<file path="src/rtl/sdr_pkg.sv">
package sdr_pkg;

    typedef enum logic [2:0] {
        ST_IDLE,
        ST_ROT1,
        ST_XPOSE,
        ST_ROT2,
        ST_SCALE,
        ST_DONE
    } sdr_state_e;

endpackage

</file>
<file path="src/rtl/sdr_step.sv">
// One signed micro-rotation with a variable shift; purely combinational.
module sdr_step #(
    parameter int IW = 18,
    parameter int SW = 3
) (
    input  logic signed [IW-1:0] x_i,
    input  logic signed [IW-1:0] y_i,
    input  logic [SW-1:0]        sh_i,
    input  logic                 dir_i,
    output logic signed [IW-1:0] x_o,
    output logic signed [IW-1:0] y_o
);

    logic signed [IW-1:0] xs;
    logic signed [IW-1:0] ys;

    always_comb begin
        xs = x_i >>> sh_i;
        ys = y_i >>> sh_i;
        if (dir_i) begin
            x_o = x_i - ys;
            y_o = y_i + xs;
        end else begin
            x_o = x_i + ys;
            y_o = y_i - xs;
        end
    end

endmodule

</file>
<file path="src/rtl/sdr_lane.sv">
// One (x, y) register pair that is either loaded or stepped by one micro-rotation.
module sdr_lane #(
    parameter int IW = 18,
    parameter int SW = 3
) (
    input  logic                 clk,
    input  logic                 rst_n,
    input  logic                 load_i,
    input  logic signed [IW-1:0] ldx_i,
    input  logic signed [IW-1:0] ldy_i,
    input  logic                 step_i,
    input  logic                 dir_i,
    input  logic [SW-1:0]        sh_i,
    output logic signed [IW-1:0] x_o,
    output logic signed [IW-1:0] y_o
);

    logic signed [IW-1:0] x_q;
    logic signed [IW-1:0] y_q;
    logic signed [IW-1:0] x_nx;
    logic signed [IW-1:0] y_nx;

    sdr_step #(.IW(IW), .SW(SW)) u_step (
        .x_i   (x_q),
        .y_i   (y_q),
        .sh_i  (sh_i),
        .dir_i (dir_i),
        .x_o   (x_nx),
        .y_o   (y_nx)
    );

    always_ff @(posedge clk or negedge rst_n) begin
        if (!rst_n) begin
            x_q <= '0;
            y_q <= '0;
        end else if (load_i) begin
            x_q <= ldx_i;
            y_q <= ldy_i;
        end else if (step_i) begin
            x_q <= x_nx;
            y_q <= y_nx;
        end
    end

    assign x_o = x_q;
    assign y_o = y_q;

    AST_LANE_HOLD: assert property (@(posedge clk) disable iff (!rst_n)
        (!load_i && !step_i) |=> ($stable(x_q) && $stable(y_q)));

endmodule

</file>
<file path="src/rtl/sdr_cell.sv">
module sdr_cell
    import sdr_pkg::*;
#(
    parameter int W    = 16,
    parameter int ITER = 8
) (
    input  logic                 clk,
    input  logic                 rst_n,
    input  logic                 start,
    input  logic                 neg,
    input  logic signed [W-1:0]  ua_re,
    input  logic signed [W-1:0]  ua_im,
    input  logic signed [W-1:0]  lb_re,
    input  logic signed [W-1:0]  lb_im,
    input  logic [ITER-1:0]      dir_u,
    input  logic [ITER-1:0]      dir_l,
    input  logic [ITER-1:0]      dir_r,
    output logic                 busy,
    output logic                 done,
    output logic signed [W+1:0]  ou_re,
    output logic signed [W+1:0]  ou_im,
    output logic signed [W+1:0]  ol_re,
    output logic signed [W+1:0]  ol_im
);

    localparam int IW = W + 2;
    localparam int SW = (ITER > 1) ? $clog2(ITER) : 1;
    localparam logic [SW-1:0] LAST = SW'(ITER - 1);

    sdr_state_e st_q;
    sdr_state_e st_d;
    logic [SW-1:0]   cnt_q;
    logic [SW-1:0]   cnt_d;
    logic [ITER-1:0] du_q;
    logic [ITER-1:0] dl_q;
    logic [ITER-1:0] dr_q;

    logic                 ln_load [2];
    logic                 ln_step [2];
    logic                 ln_dir  [2];
    logic signed [IW-1:0] ln_ldx  [2];
    logic signed [IW-1:0] ln_ldy  [2];
    logic signed [IW-1:0] ln_x    [2];
    logic signed [IW-1:0] ln_y    [2];

    function automatic logic signed [IW-1:0] prep(input logic signed [W-1:0] v,
                                                  input logic n);
        logic signed [IW-1:0] e;
        e = IW'(v);
        return n ? -e : e;
    endfunction

    // State, iteration count and captured sign strings
    always_ff @(posedge clk or negedge rst_n) begin
        if (!rst_n) begin
            st_q  <= ST_IDLE;
            cnt_q <= '0;
            du_q  <= '0;
            dl_q  <= '0;
            dr_q  <= '0;
        end else begin
            st_q  <= st_d;
            cnt_q <= cnt_d;
            if (st_q == ST_IDLE && start) begin
                du_q <= dir_u;
                dl_q <= dir_l;
                dr_q <= dir_r;
            end
        end
    end

    // Next state
    always_comb begin
        st_d  = st_q;
        cnt_d = '0;
        unique case (st_q)
            ST_IDLE:  if (start) st_d = ST_ROT1;
            ST_ROT1: begin
                if (cnt_q == LAST) st_d = ST_XPOSE;
                else               cnt_d = cnt_q + 1'b1;
            end
            ST_XPOSE: st_d = ST_ROT2;
            ST_ROT2: begin
                if (cnt_q == LAST) st_d = ST_SCALE;
                else               cnt_d = cnt_q + 1'b1;
            end
            ST_SCALE: st_d = ST_DONE;
            ST_DONE:  st_d = ST_IDLE;
            default:  st_d = ST_IDLE;
        endcase
    end

    // Outputs and lane control
    always_comb begin
        busy = (st_q != ST_IDLE);
        done = (st_q == ST_DONE);
        for (int k = 0; k < 2; k++) begin
            ln_load[k] = 1'b0;
            ln_step[k] = 1'b0;
            ln_dir[k]  = 1'b0;
            ln_ldx[k]  = '0;
            ln_ldy[k]  = '0;
        end
        unique case (st_q)
            ST_IDLE: begin
                if (start) begin
                    ln_load[0] = 1'b1;
                    ln_load[1] = 1'b1;
                    ln_ldx[0]  = prep(ua_re, neg);
                    ln_ldy[0]  = prep(ua_im, neg);
                    ln_ldx[1]  = prep(lb_re, neg);
                    ln_ldy[1]  = prep(lb_im, neg);
                end
            end
            ST_ROT1: begin
                ln_step[0] = 1'b1;
                ln_step[1] = 1'b1;
                ln_dir[0]  = du_q[cnt_q];
                ln_dir[1]  = dl_q[cnt_q];
            end
            ST_XPOSE: begin
                ln_load[0] = 1'b1;
                ln_load[1] = 1'b1;
                ln_ldx[0]  = ln_x[0] >>> 1;
                ln_ldy[0]  = ln_x[1] >>> 1;
                ln_ldx[1]  = ln_y[0] >>> 1;
                ln_ldy[1]  = ln_y[1] >>> 1;
            end
            ST_ROT2: begin
                ln_step[0] = 1'b1;
                ln_step[1] = 1'b1;
                ln_dir[0]  = dr_q[cnt_q];
                ln_dir[1]  = dr_q[cnt_q];
            end
            ST_SCALE: begin
                ln_load[0] = 1'b1;
                ln_load[1] = 1'b1;
                ln_ldx[0]  = ln_x[0] >>> 1;
                ln_ldy[0]  = ln_y[0] >>> 1;
                ln_ldx[1]  = ln_x[1] >>> 1;
                ln_ldy[1]  = ln_y[1] >>> 1;
            end
            ST_DONE: ;
            default: ;
        endcase
    end

    for (genvar g = 0; g < 2; g++) begin : g_lane
        sdr_lane #(.IW(IW), .SW(SW)) u_lane (
            .clk    (clk),
            .rst_n  (rst_n),
            .load_i (ln_load[g]),
            .ldx_i  (ln_ldx[g]),
            .ldy_i  (ln_ldy[g]),
            .step_i (ln_step[g]),
            .dir_i  (ln_dir[g]),
            .sh_i   (cnt_q),
            .x_o    (ln_x[g]),
            .y_o    (ln_y[g])
        );
    end

    assign ou_re = ln_x[0];
    assign ol_re = ln_y[0];
    assign ou_im = ln_x[1];
    assign ol_im = ln_y[1];

    AST_DONE_SINGLE: assert property (@(posedge clk) disable iff (!rst_n)
        done |=> !done);
    AST_BUSY_DROPS: assert property (@(posedge clk) disable iff (!rst_n)
        done |=> !busy);
    AST_BUSY_NEEDS_START: assert property (@(posedge clk) disable iff (!rst_n)
        $rose(busy) |-> $past(start));
    AST_START_IGNORED: assert property (@(posedge clk) disable iff (!rst_n)
        (busy && !done) |=> busy);
    AST_DIRS_LATCHED: assert property (@(posedge clk) disable iff (!rst_n)
        busy |=> ($stable(du_q) && $stable(dl_q) && $stable(dr_q)));
    AST_RESULT_HOLD: assert property (@(posedge clk) disable iff (!rst_n)
        (!busy && !start) |=> ($stable(ou_re) && $stable(ou_im)
                               && $stable(ol_re) && $stable(ol_im)));

endmodule

</file>
<file path="config.mk">
export PLATFORM = sky130hd
export DESIGN_NAME = sdr_cell
export DESIGN_NICKNAME = d
export VERILOG_FILES = /design/src/rtl/sdr_pkg.sv /design/src/rtl/sdr_step.sv /design/src/rtl/sdr_lane.sv /design/src/rtl/sdr_cell.sv
export SDC_FILE = /design/constraint.sdc
export NUM_CORES = 1
export LEC_CHECK = 0
export BUFFER_PORTS_ARGS = -buffer_cell sky130_fd_sc_hd__buf_2
export CORE_MARGIN = 3
export CORE_UTILIZATION = 30
export CTS_CLUSTER_SIZE = 12
export DETAILED_ROUTE_END_ITERATION = 8
export MAX_ROUTING_LAYER = met4
export PLACE_DENSITY = 0.46
export SLEW_MARGIN = 15
export SYNTH_ARGS = -nofsm -noshare
export SYNTH_HDL_FRONTEND = slang
export SYNTH_HIERARCHICAL = 1
export SYNTH_SLANG_ARGS = --single-unit
export TNS_END_PERCENT = 50
</file>
<file path="constraint.sdc">
create_clock -name clk -period 14.6 [get_ports clk]
set_input_delay 0.73 -clock clk [delete_from_list [all_inputs] [get_ports clk]]
set_output_delay 0.73 -clock clk [all_outputs]
set_load 0.1 [all_outputs]
</file>
==> results.md, run 1 <==
- WL per Instance: 20.7 um
- EDFF count, synth: 0
- Post-DR vias/cell: 5.48
- Commonest non-fill, non-tap cells in the layout: 272 x nand2_1, 164 x buf_2, 147 x mux2i_1
- Hold Crit Class: primary input to asynchronous set/reset pin
- Worst Skew: 0.0110 ns
- Antenna Nets Post-Route: 0
- Most common cell after layout, fill and taps aside: nand2_1
- First DRT Iteration DRCs: 1085
- Post-synthesis register bit count: 102
- CTS buffer count: 9
- Critical Path End Type: flop
- Number of global-route vias before repair: 13400
- Max H-tree Level: 3
- FILL cells: 5072
- Ys flop type: dfrtp_1
- Fin. max-slew vios: 0
- Synth Area in Simple Gates: 17.3%
- Setup bufs post-CTS: 0
- Final Critical Period: 5.92 ns
- Die width: 227 um
- Core area: 48100 um^2
- Synth cell types: 87
- Max clock buf depth: 2
- Worst slew pin tran: 1.08 ns
- Xor/xnor share of the synthesized area: 10.2%
- Final-report setup violation count: 0
- Slew headroom: 27.3%
- Mapped Area: 14700 um^2
- Adder and majority gate portion of the synthesized area: 7.18%
- Met1 Usage GRT: 29.8%
- Max_cap viols: 0
- Post-synth top area share: 17.3%
- Final period util: 40.6%
- First-pass GRT wire length: 81.6 mm
- Largest cells by area after synthesis: dfrtp_1 17%, mux2i_1 10%, nand2_1 7.0%, ha_1 6.6%, xor2_1 5.5%
- Yosys top cell by area: dfrtp_1
- Clk Latency, worst-skew pair: 0.39 ns
- Worst EP arrival: 6.24 ns
- Synth Warn #: 6
- Initial antenna violation count: 0
- Share of cells above drive strength 1: 14.9%
- Hold Vio Cnt, Final: 0
- RSZ-0062 raised after global routing: no
- Req. time, crit path: 14.91 ns
- Area added between synthesis and finish: 9.98%
- GRT Total Usage: 20.9%
- Post_cts resized: 0
- Maximum fanout along the worst path: 59
- Worst R2R Path Depth: 19
- # rows: 80
- # hold bufs at CTS: 0
- IO Count: 166
- Cells after Synth: 1803
- Starting Density: 30.6%
- Synthesized Nets: 1977
- TritonCTS clock tree: built
- # diodes: 0
- Met2 Use GR: 31.8%
- Dpl hpwl: 39.1 mm
- Global route total overflow: 0
- Ys async rst share: 100%
- Vias: 14000
- Main combinational cell family by area after synthesis: compound AO/OA/AOI/OAI gates
- Avg Cell Area, Syn: 8.16 um^2
- CTS sink cnt: 102
- F_max: 169 MHz
- Sequential fraction of the synthesis area: 17.3%
- Die ar.: 51700 um^2
- Compound-Gate Fraction of Synth Area: 21.3%
- Mux cell area share after synthesis: 20.5%
- Most Crowded Layer GR: met2
- Final WL: 52.9 mm
- CP startpoint kind: flop
- Largest net degree at the start of global routing: 109
- Root buffer cell: clkbuf_16
- Port buffer count: 165
- Layout net count: 2066
- CP Class: flop to flop
- Setup TNS: 0 ns
- Routability cong.: 0.890
- Clock slew at reported path FFs: 0.08 ns
- 1st-pass router iterations: 5
- Met3 GRT Util: 2.26%
- Height of the die: 227 um
- Post-detailed-route DRC marker count: 0
- Status: finished clean
registers in the layout, indices dropped and copies added, names as in the netlist:
signal	cells
cnt_q	3
dl_q	8
dr_q	8
du_q	8
g_lane.u_lane/x_o	36
g_lane.u_lane/y_o	36
st_q	3
cells in the mapped netlist (10+ instances only):
| cell type | instances |
|---|---|
| mux4_1 | 25 |
| nand2_1 | 273 |
| mux4_2 | 26 |
| a22oi_1 | 33 |
| o21ai_0 | 140 |
| o21ai_1 | 60 |
| nor3_1 | 28 |
| nand3_1 | 22 |
| and3_1 | 17 |
| mux2i_1 | 147 |
| buf_12 | 10 |
| mux2_2 | 23 |
| o21bai_1 | 11 |
| ha_1 | 78 |
| nor2_1 | 109 |
| clkbuf_1 | 56 |
| a31oi_1 | 26 |
| nor2b_1 | 14 |
| xor2_1 | 93 |
| buf_2 | 15 |
| dfrtp_1 | 102 |
| or3_1 | 16 |
| o31ai_1 | 19 |
| a21o_1 | 21 |
| xnor2_1 | 79 |
| nand2b_1 | 15 |
| and2_1 | 15 |
| o21a_1 | 16 |
| a21oi_1 | 88 |
| inv_1 | 56 |
| o211ai_1 | 11 |
| buf_6 | 10 |
routing by layer:
layer	wire length (um)	up-vias
met5	0	-
met1	26000	6735
li1	-	6788
met3	2270	43
met2	23700	417
met4	852	0
stage by stage:
| stage | setup slack, ns | area, um^2 | hold WS (ns) | utilization, % | cells |
|---|---|---|---|---|---|
| 3_5_place_dp | 8.68 | 15800 | 0.465 | 32.9 | 2537 |
| 5_1_grt | 8.23 | 16200 | 0.343 | 33.6 | 2553 |
| 6_report | 8.68 | 16200 | 0.303 | 33.6 | 2553 |
| 2_1_floorplan | 9.50 | 14700 | 0.434 | - | 1803 |
| 3_3_place_gp | 8.72 | 15800 | 0.462 | 32.9 | 2537 |
| 4_1_cts | 8.66 | 16200 | 0.317 | 33.6 | 2553 |
cell type report:
type	instances	area, um^2	area share [%]
tap	656	821	5.07
sequential	102	2560	15.8
inverter	61	231	1.43
clock inverter	7	115	0.711
clock buffer	9	225	1.39
multi-input combinational	1536	11300	69.7
timing repair buffer	182	956	5.91
logic make-up (layout without fill, tap and decap cells):
| kind of cell | Yosys count | count (layout) |
|---|---|---|
| compound gates | 503 | 503 |
| xor+xnor | 172 | 172 |
| fa+ha+maj | 82 | 82 |
| buf+inv | 165 | 259 |
| flops | 102 | 102 |
| mux | 223 | 223 |
| simple gates | 556 | 556 |
critical path: stages (launching register included):
cell	delay (ns)
dfrtp_4	0.82
buf_4	0.67
mux4_2	0.58
mux2i_1	0.14
nor2_1	0.06
a221o_1	0.27
buf_4	0.25
inv_1	0.32
o21ai_0	0.15
and3_1	0.22
ha_1	0.31
a21oi_1	0.24
nor2b_1	0.08
o21a_1	0.19
o41ai_1	0.79
o211ai_1	0.15
a21oi_1	0.21
xnor2_1	0.14
mux2i_1	0.09
o21ai_1	0.13
final timing paths:
| path | start | slack (ns) | endpoint |
|---|---|---|---|
| max | cnt_q[0] | 8.68 | g_lane[0].u_lane/y_o[16] |
| min | rst_n | 0.30 | g_lane[0].u_lane/x_o[17] |
| max reg2reg | cnt_q[0] | 8.68 | g_lane[0].u_lane/y_o[16] |
| min reg2reg | du_q[4] | 0.48 | du_q[4] |
| max in group asynchronous | rst_n | 12.87 | cnt_q[0] |
| min in group clk | du_q[4] | 0.48 | du_q[4] |
Power of run 1 is left out: the tool's default activity adds up to more than one toggle a clock period on the data nets, which glitch-free logic cannot reach.
==> run 2, diff against run 1 <==
PLACE_DENSITY = 0.48   (was 0.46)
clock period = 5.34 ns   (was 14.6 ns; I/O delays follow)
==> results.md, run 2 (synthesis gave the netlist of run 1 again) <==
- Status: finished clean
- Fin. max-slew vios: 0
- First-pass GRT wire length: 82.5 mm
- Antenna Nets Post-Route: 0
- Dpl hpwl: 40.8 mm
- Worst EP arrival: 5.18 ns
- Reg area: 2560 um^2
- Non-filler cells in the finished layout: 2609
- PnR worst setup slack: 0.444 ns
- Height of the die: 227 um
- Post-detailed-route DRC marker count: 0
- Root buffer cell: clkbuf_16
- Most common cell after layout, fill and taps aside: nand2_1
- Die width: 227 um
- Area added between synthesis and finish: 12.7%
- # rows: 80
- Hold Crit Class: primary input to asynchronous set/reset pin
- Core area: 48100 um^2
- Largest net degree at the start of global routing: 111
- R2r endpoint: g_lane[1].u_lane/x_o[17]
- Setup TNS: 0 ns
- Post-DR vias/cell: 5.50
- Dpl ws: 0.310 ns
- Worst Skew: 0.00922 ns
- Starting Density: 30.6%
- Die ar.: 51700 um^2
- Post-layout util: 34.5%
- CTS buffer count: 9
- CP startpoint kind: flop
- Max H-tree Level: 3
- Worst R2R Path Depth: 16
- Critical path launch point: cnt_q[0]
- Max incr delay on CP: 0.59 ns
- Clock slew at reported path FFs: 0.08 ns
- Port buffer count: 165
- Crit. path cell count: 16
- CP Cell Sequence: buf_6 > mux4_2 > a221o_1 > a41oi_1 > a21oi_1 > xnor2_1 > ha_1 > a21o_1 > a21o_1 > a21oi_1 > a2bb2oi_1 > o31ai_1 > o41ai_1 > xor2_1 > mux2i_1 > o21ai_0
- Final Critical Period: 4.90 ns
- Area of the multi-input gates: 11300 um^2
- Slew headroom: 24.0%
- Hold Vio Cnt, Final: 0
- RSZ-0062 raised after global routing: no
- Critical Path End Type: flop
- Clk Latency, worst-skew pair: 0.39 ns
- Req. time, crit path: 5.63 ns
- IO Count: 166
- 1st-pass router iterations: 5
- Share of cells above drive strength 1: 17.2%
- Number of global-route vias before repair: 13900
- Final WL: 53.9 mm
- Max clock buf depth: 2
- Maximum fanout along the worst path: 15
- TritonCTS clock tree: built
- Commonest non-fill, non-tap cells in the layout: 272 x nand2_1, 164 x buf_2, 147 x mux2i_1
- CP Class: flop to flop
- Final period util: 91.7%
- Global route total overflow: 0
- Initial antenna violation count: 6
- FILL cells: 5106
- GRT Total Usage: 21.1%
- Max_cap viols: 0
- CP bufs+invs: 1
- Reg2reg start: cnt_q[0]
- Vias: 14400
- Layout net count: 2116
- First DRT Iteration DRCs: 1074
- Worst slew pin tran: 1.14 ns
- Routability cong.: 0.886
- CP delay by family, top: compound AO/OA/AOI/OAI gates
- Crit path capture: g_lane[1].u_lane/x_o[17]
- Worst R2R Setup Slack: 0.44 ns
- WL per Instance: 20.6 um
- F_max: 204 MHz
- DP Cell Count: 2584
- Slowest library cell on the worst path: a221o_1
- Final-report setup violation count: 0
- CTS sink cnt: 102
run 2: worst register-to-register path, delay by kind of cell (launching register included):
family          cells  cell delay, ns
compound gates     10            2.67
xor+xnor            2            0.35
fa+ha+maj           1            0.36
buf+inv             1            0.23
flops               1            0.57
mux                 2            0.62
run 2: timing repair:
| action | CTS | global route |
|---|---|---|
| hold buffers | 0 | 0 |
| resized for setup | 0 | 6 |
| endpoints found under the setup margin | 0 | 6 |
| setup buffers | 0 | 3 |
run 2: worst min path at each step:
stage | start | to | slack [ns]
after global routing | dir_r[6] | dr_q[6] | 0.06
final | rst_n | du_q[2] | 0.005
after detailed placement | rst_n | du_q[2] | 0.45
after CTS | rst_n | du_q[7] | 0.02
after global placement | rst_n | du_q[3] | 0.45
after floorplan | rst_n | cnt_q[0] | -0.03
run 2: through the flow:
stage | hold WS [ns] | area, um^2
after floorplan | -0.0286 | 14700
after global placement | 0.454 | 16200
after detailed placement | 0.455 | 16200
after CTS | 0.0244 | 16500
after global routing | 0.0613 | 16600
final | 0.00489 | 16600
run 2: routing by layer:
layer,global-route usage [%],share of wire [%]
met1,29.1,47
met2,32.8,46
met3,3.33,5.5
met4,4.74,1.4
met5,-,0
run 2: area by class of cell:
type / count / area share (%)
Multi-Input combinational cell: 1536 / 68.0
Sequential cell: 102 / 15.5
Timing Repair Buffer: 232 / 8.23
Clock buffer: 9 / 1.36
Clock inverter: 7 / 0.550
Inverter: 61 / 1.42
Tap cell: 656 / 4.95
Antenna cell: 6 / 0.0905
Power of run 2 is left out for the same reason.
==> run 3, diff against run 2 <==
GPL_ROUTABILITY_DRIVEN = 0   (was unset)
PLACE_DENSITY = 0.57   (was 0.48)
==> results.md, run 3 (synthesis gave the netlist of run 1 again) <==
- Most common cell after layout, fill and taps aside: nand2_1
- Die width: 227 um
- Worst R2R Setup Slack: 0.40 ns
- Final WL: 52.2 mm
- GRT Total Usage: 20.3%
- CP bufs+invs: 0
- Critical path launch point: cnt_q[0]
- Worst EP arrival: 5.25 ns
- Req. time, crit path: 5.65 ns
- Final period util: 92.5%
- Starting Density: 30.6%
- Initial antenna violation count: 11
- Final Critical Period: 4.94 ns
- Height of the die: 227 um
- Crit. path cell count: 17
- Post-DR vias/cell: 5.51
- 1st-pass router iterations: 6
- Vias: 14400
- First DRT Iteration DRCs: 1053
- WL per Instance: 20.0 um
- Fin. max-slew vios: 0
- CTS buffer count: 9
- Fin Hold WS: 0.0714 ns
- # rows: 80
- CP delay by family, top: compound AO/OA/AOI/OAI gates
- Setup TNS: 0 ns
- Hold Crit Class: primary input to flop
- Port buffer count: 165
- Layout net count: 2113
- Area added between synthesis and finish: 12.7%
- Largest net degree at the start of global routing: 107
- Share of cells above drive strength 1: 16.9%
- Global route total overflow: 0
- F_max: 202 MHz
- Critical Path End Type: flop
- Max clock buf depth: 2
- Maximum fanout along the worst path: 16
- Worst Skew: 0.0142 ns
- IO Count: 166
- Slew headroom: 28.0%
- Worst R2R Path Depth: 17
- Hold Vio Cnt, Final: 0
- Worst slew pin tran: 1.08 ns
- Placed Instance Area: 16200 um^2
- R2r endpoint: g_lane[1].u_lane/x_o[17]
- Dpl hpwl: 39.3 mm
- Core area: 48100 um^2
- Slowest library cell on the worst path: dfrtp_4
- Max H-tree Level: 3
- Max incr delay on CP: 0.58 ns
- Post_cts resized: 0
- First-pass GRT wire length: 79.7 mm
- Status: finished clean
- Antenna Nets Post-Route: 0
- Clk Latency, worst-skew pair: 0.38 ns
- TritonCTS clock tree: built
- CP Cell Sequence: mux4_2 > mux2i_1 > nor2_1 > a221o_1 > a41oi_1 > a21oi_1 > xnor2_1 > ha_1 > a21o_1 > a21o_1 > a21oi_1 > a2bb2oi_1 > o31ai_1 > o41ai_1 > xor2_1 > mux2i_1 > o21ai_0
- CP startpoint kind: flop
- Clock slew at reported path FFs: 0.09 ns
- Die ar.: 51700 um^2
- Post-detailed-route DRC marker count: 0
- Max_cap viols: 0
- Final Cell Area: 16600 um^2
- Final-report setup violation count: 0
- Crit path capture: g_lane[1].u_lane/x_o[17]
- Reg2reg start: cnt_q[0]
- Root buffer cell: clkbuf_16
- CTS sink cnt: 102
- CP Class: flop to flop
- Commonest non-fill, non-tap cells in the layout: 272 x nand2_1, 164 x buf_2, 147 x mux2i_1
- Number of global-route vias before repair: 13900
-- run 3: changes by cell type in the layout (fill, tap and decap cells not counted), moves of 2 or more --
cell and delta:
buf_12 +3, buf_4 -3, buf_6 -3, buf_8 -2, clkinv_2 +2, clkinvlp_4 -2
diode_2 +3
-- run 3: cell type report --
cell class / count / area, um^2
antenna: 9 / 22.5
clock buffer: 9 / 225
clock inverter: 7 / 66.3
fill: 5077 / 31600
inverter: 61 / 231
multi-input combinational: 1536 / 11300
sequential: 102 / 2560
tap: 656 / 821
timing repair buffer: 229 / 1380
-- run 3: stage by stage --
stage	setup slack, ns	utilization (%)	instances
floorplan	0.238	-	1803
global placement	0.389	33.5	2576
detailed placement	0.279	33.5	2576
CTS	0.251	34.2	2593
global route	-0.00989	34.4	2608
finish	0.399	34.4	2609
-- run 3: what timing repair did --
action / CTS / global route
setup buffers: 0 / 7
hold buffers: 1 / 0
endpoints found under the setup margin: 0 / 5
endpoints found under the hold margin: 39 / 0
-- run 3: worst register-to-register path, stage by stage (launching register included) --
cell	delay, ns
dfrtp_4	0.58
mux4_2	0.53
mux2i_1	0.14
nor2_1	0.07
a221o_1	0.53
a41oi_1	0.47
a21oi_1	0.17
xnor2_1	0.17
ha_1	0.36
a21o_1	0.20
a21o_1	0.19
a21oi_1	0.29
a2bb2oi_1	0.21
o31ai_1	0.11
o41ai_1	0.35
xor2_1	0.21
mux2i_1	0.09
o21ai_0	0.18
-- run 3: worst min-delay path by stage --
stage	start	slack [ns]	to	cells past startpoint
finish	dir_u[3]	0.07	du_q[3]	3
global route	dir_r[6]	0.09	dr_q[6]	3
CTS	dir_u[3]	0.06	du_q[3]	3
detailed placement	rst_n	0.29	du_q[3]	1
global placement	rst_n	0.28	du_q[3]	1
floorplan	rst_n	-0.03	cnt_q[0]	0
-- run 3: routing by layer --
| layer | global-route usage (%) | vias to the layer above | routed length, um |
|---|---|---|---|
| li1 | - | 6883 | - |
| met1 | 27.6 | 6915 | 24000 |
| met2 | 31.0 | 504 | 23000 |
| met3 | 3.49 | 70 | 3910 |
| met4 | 5.93 | 0 | 1240 |
| met5 | - | - | 0 |
Power of run 3 is left out for the same reason.
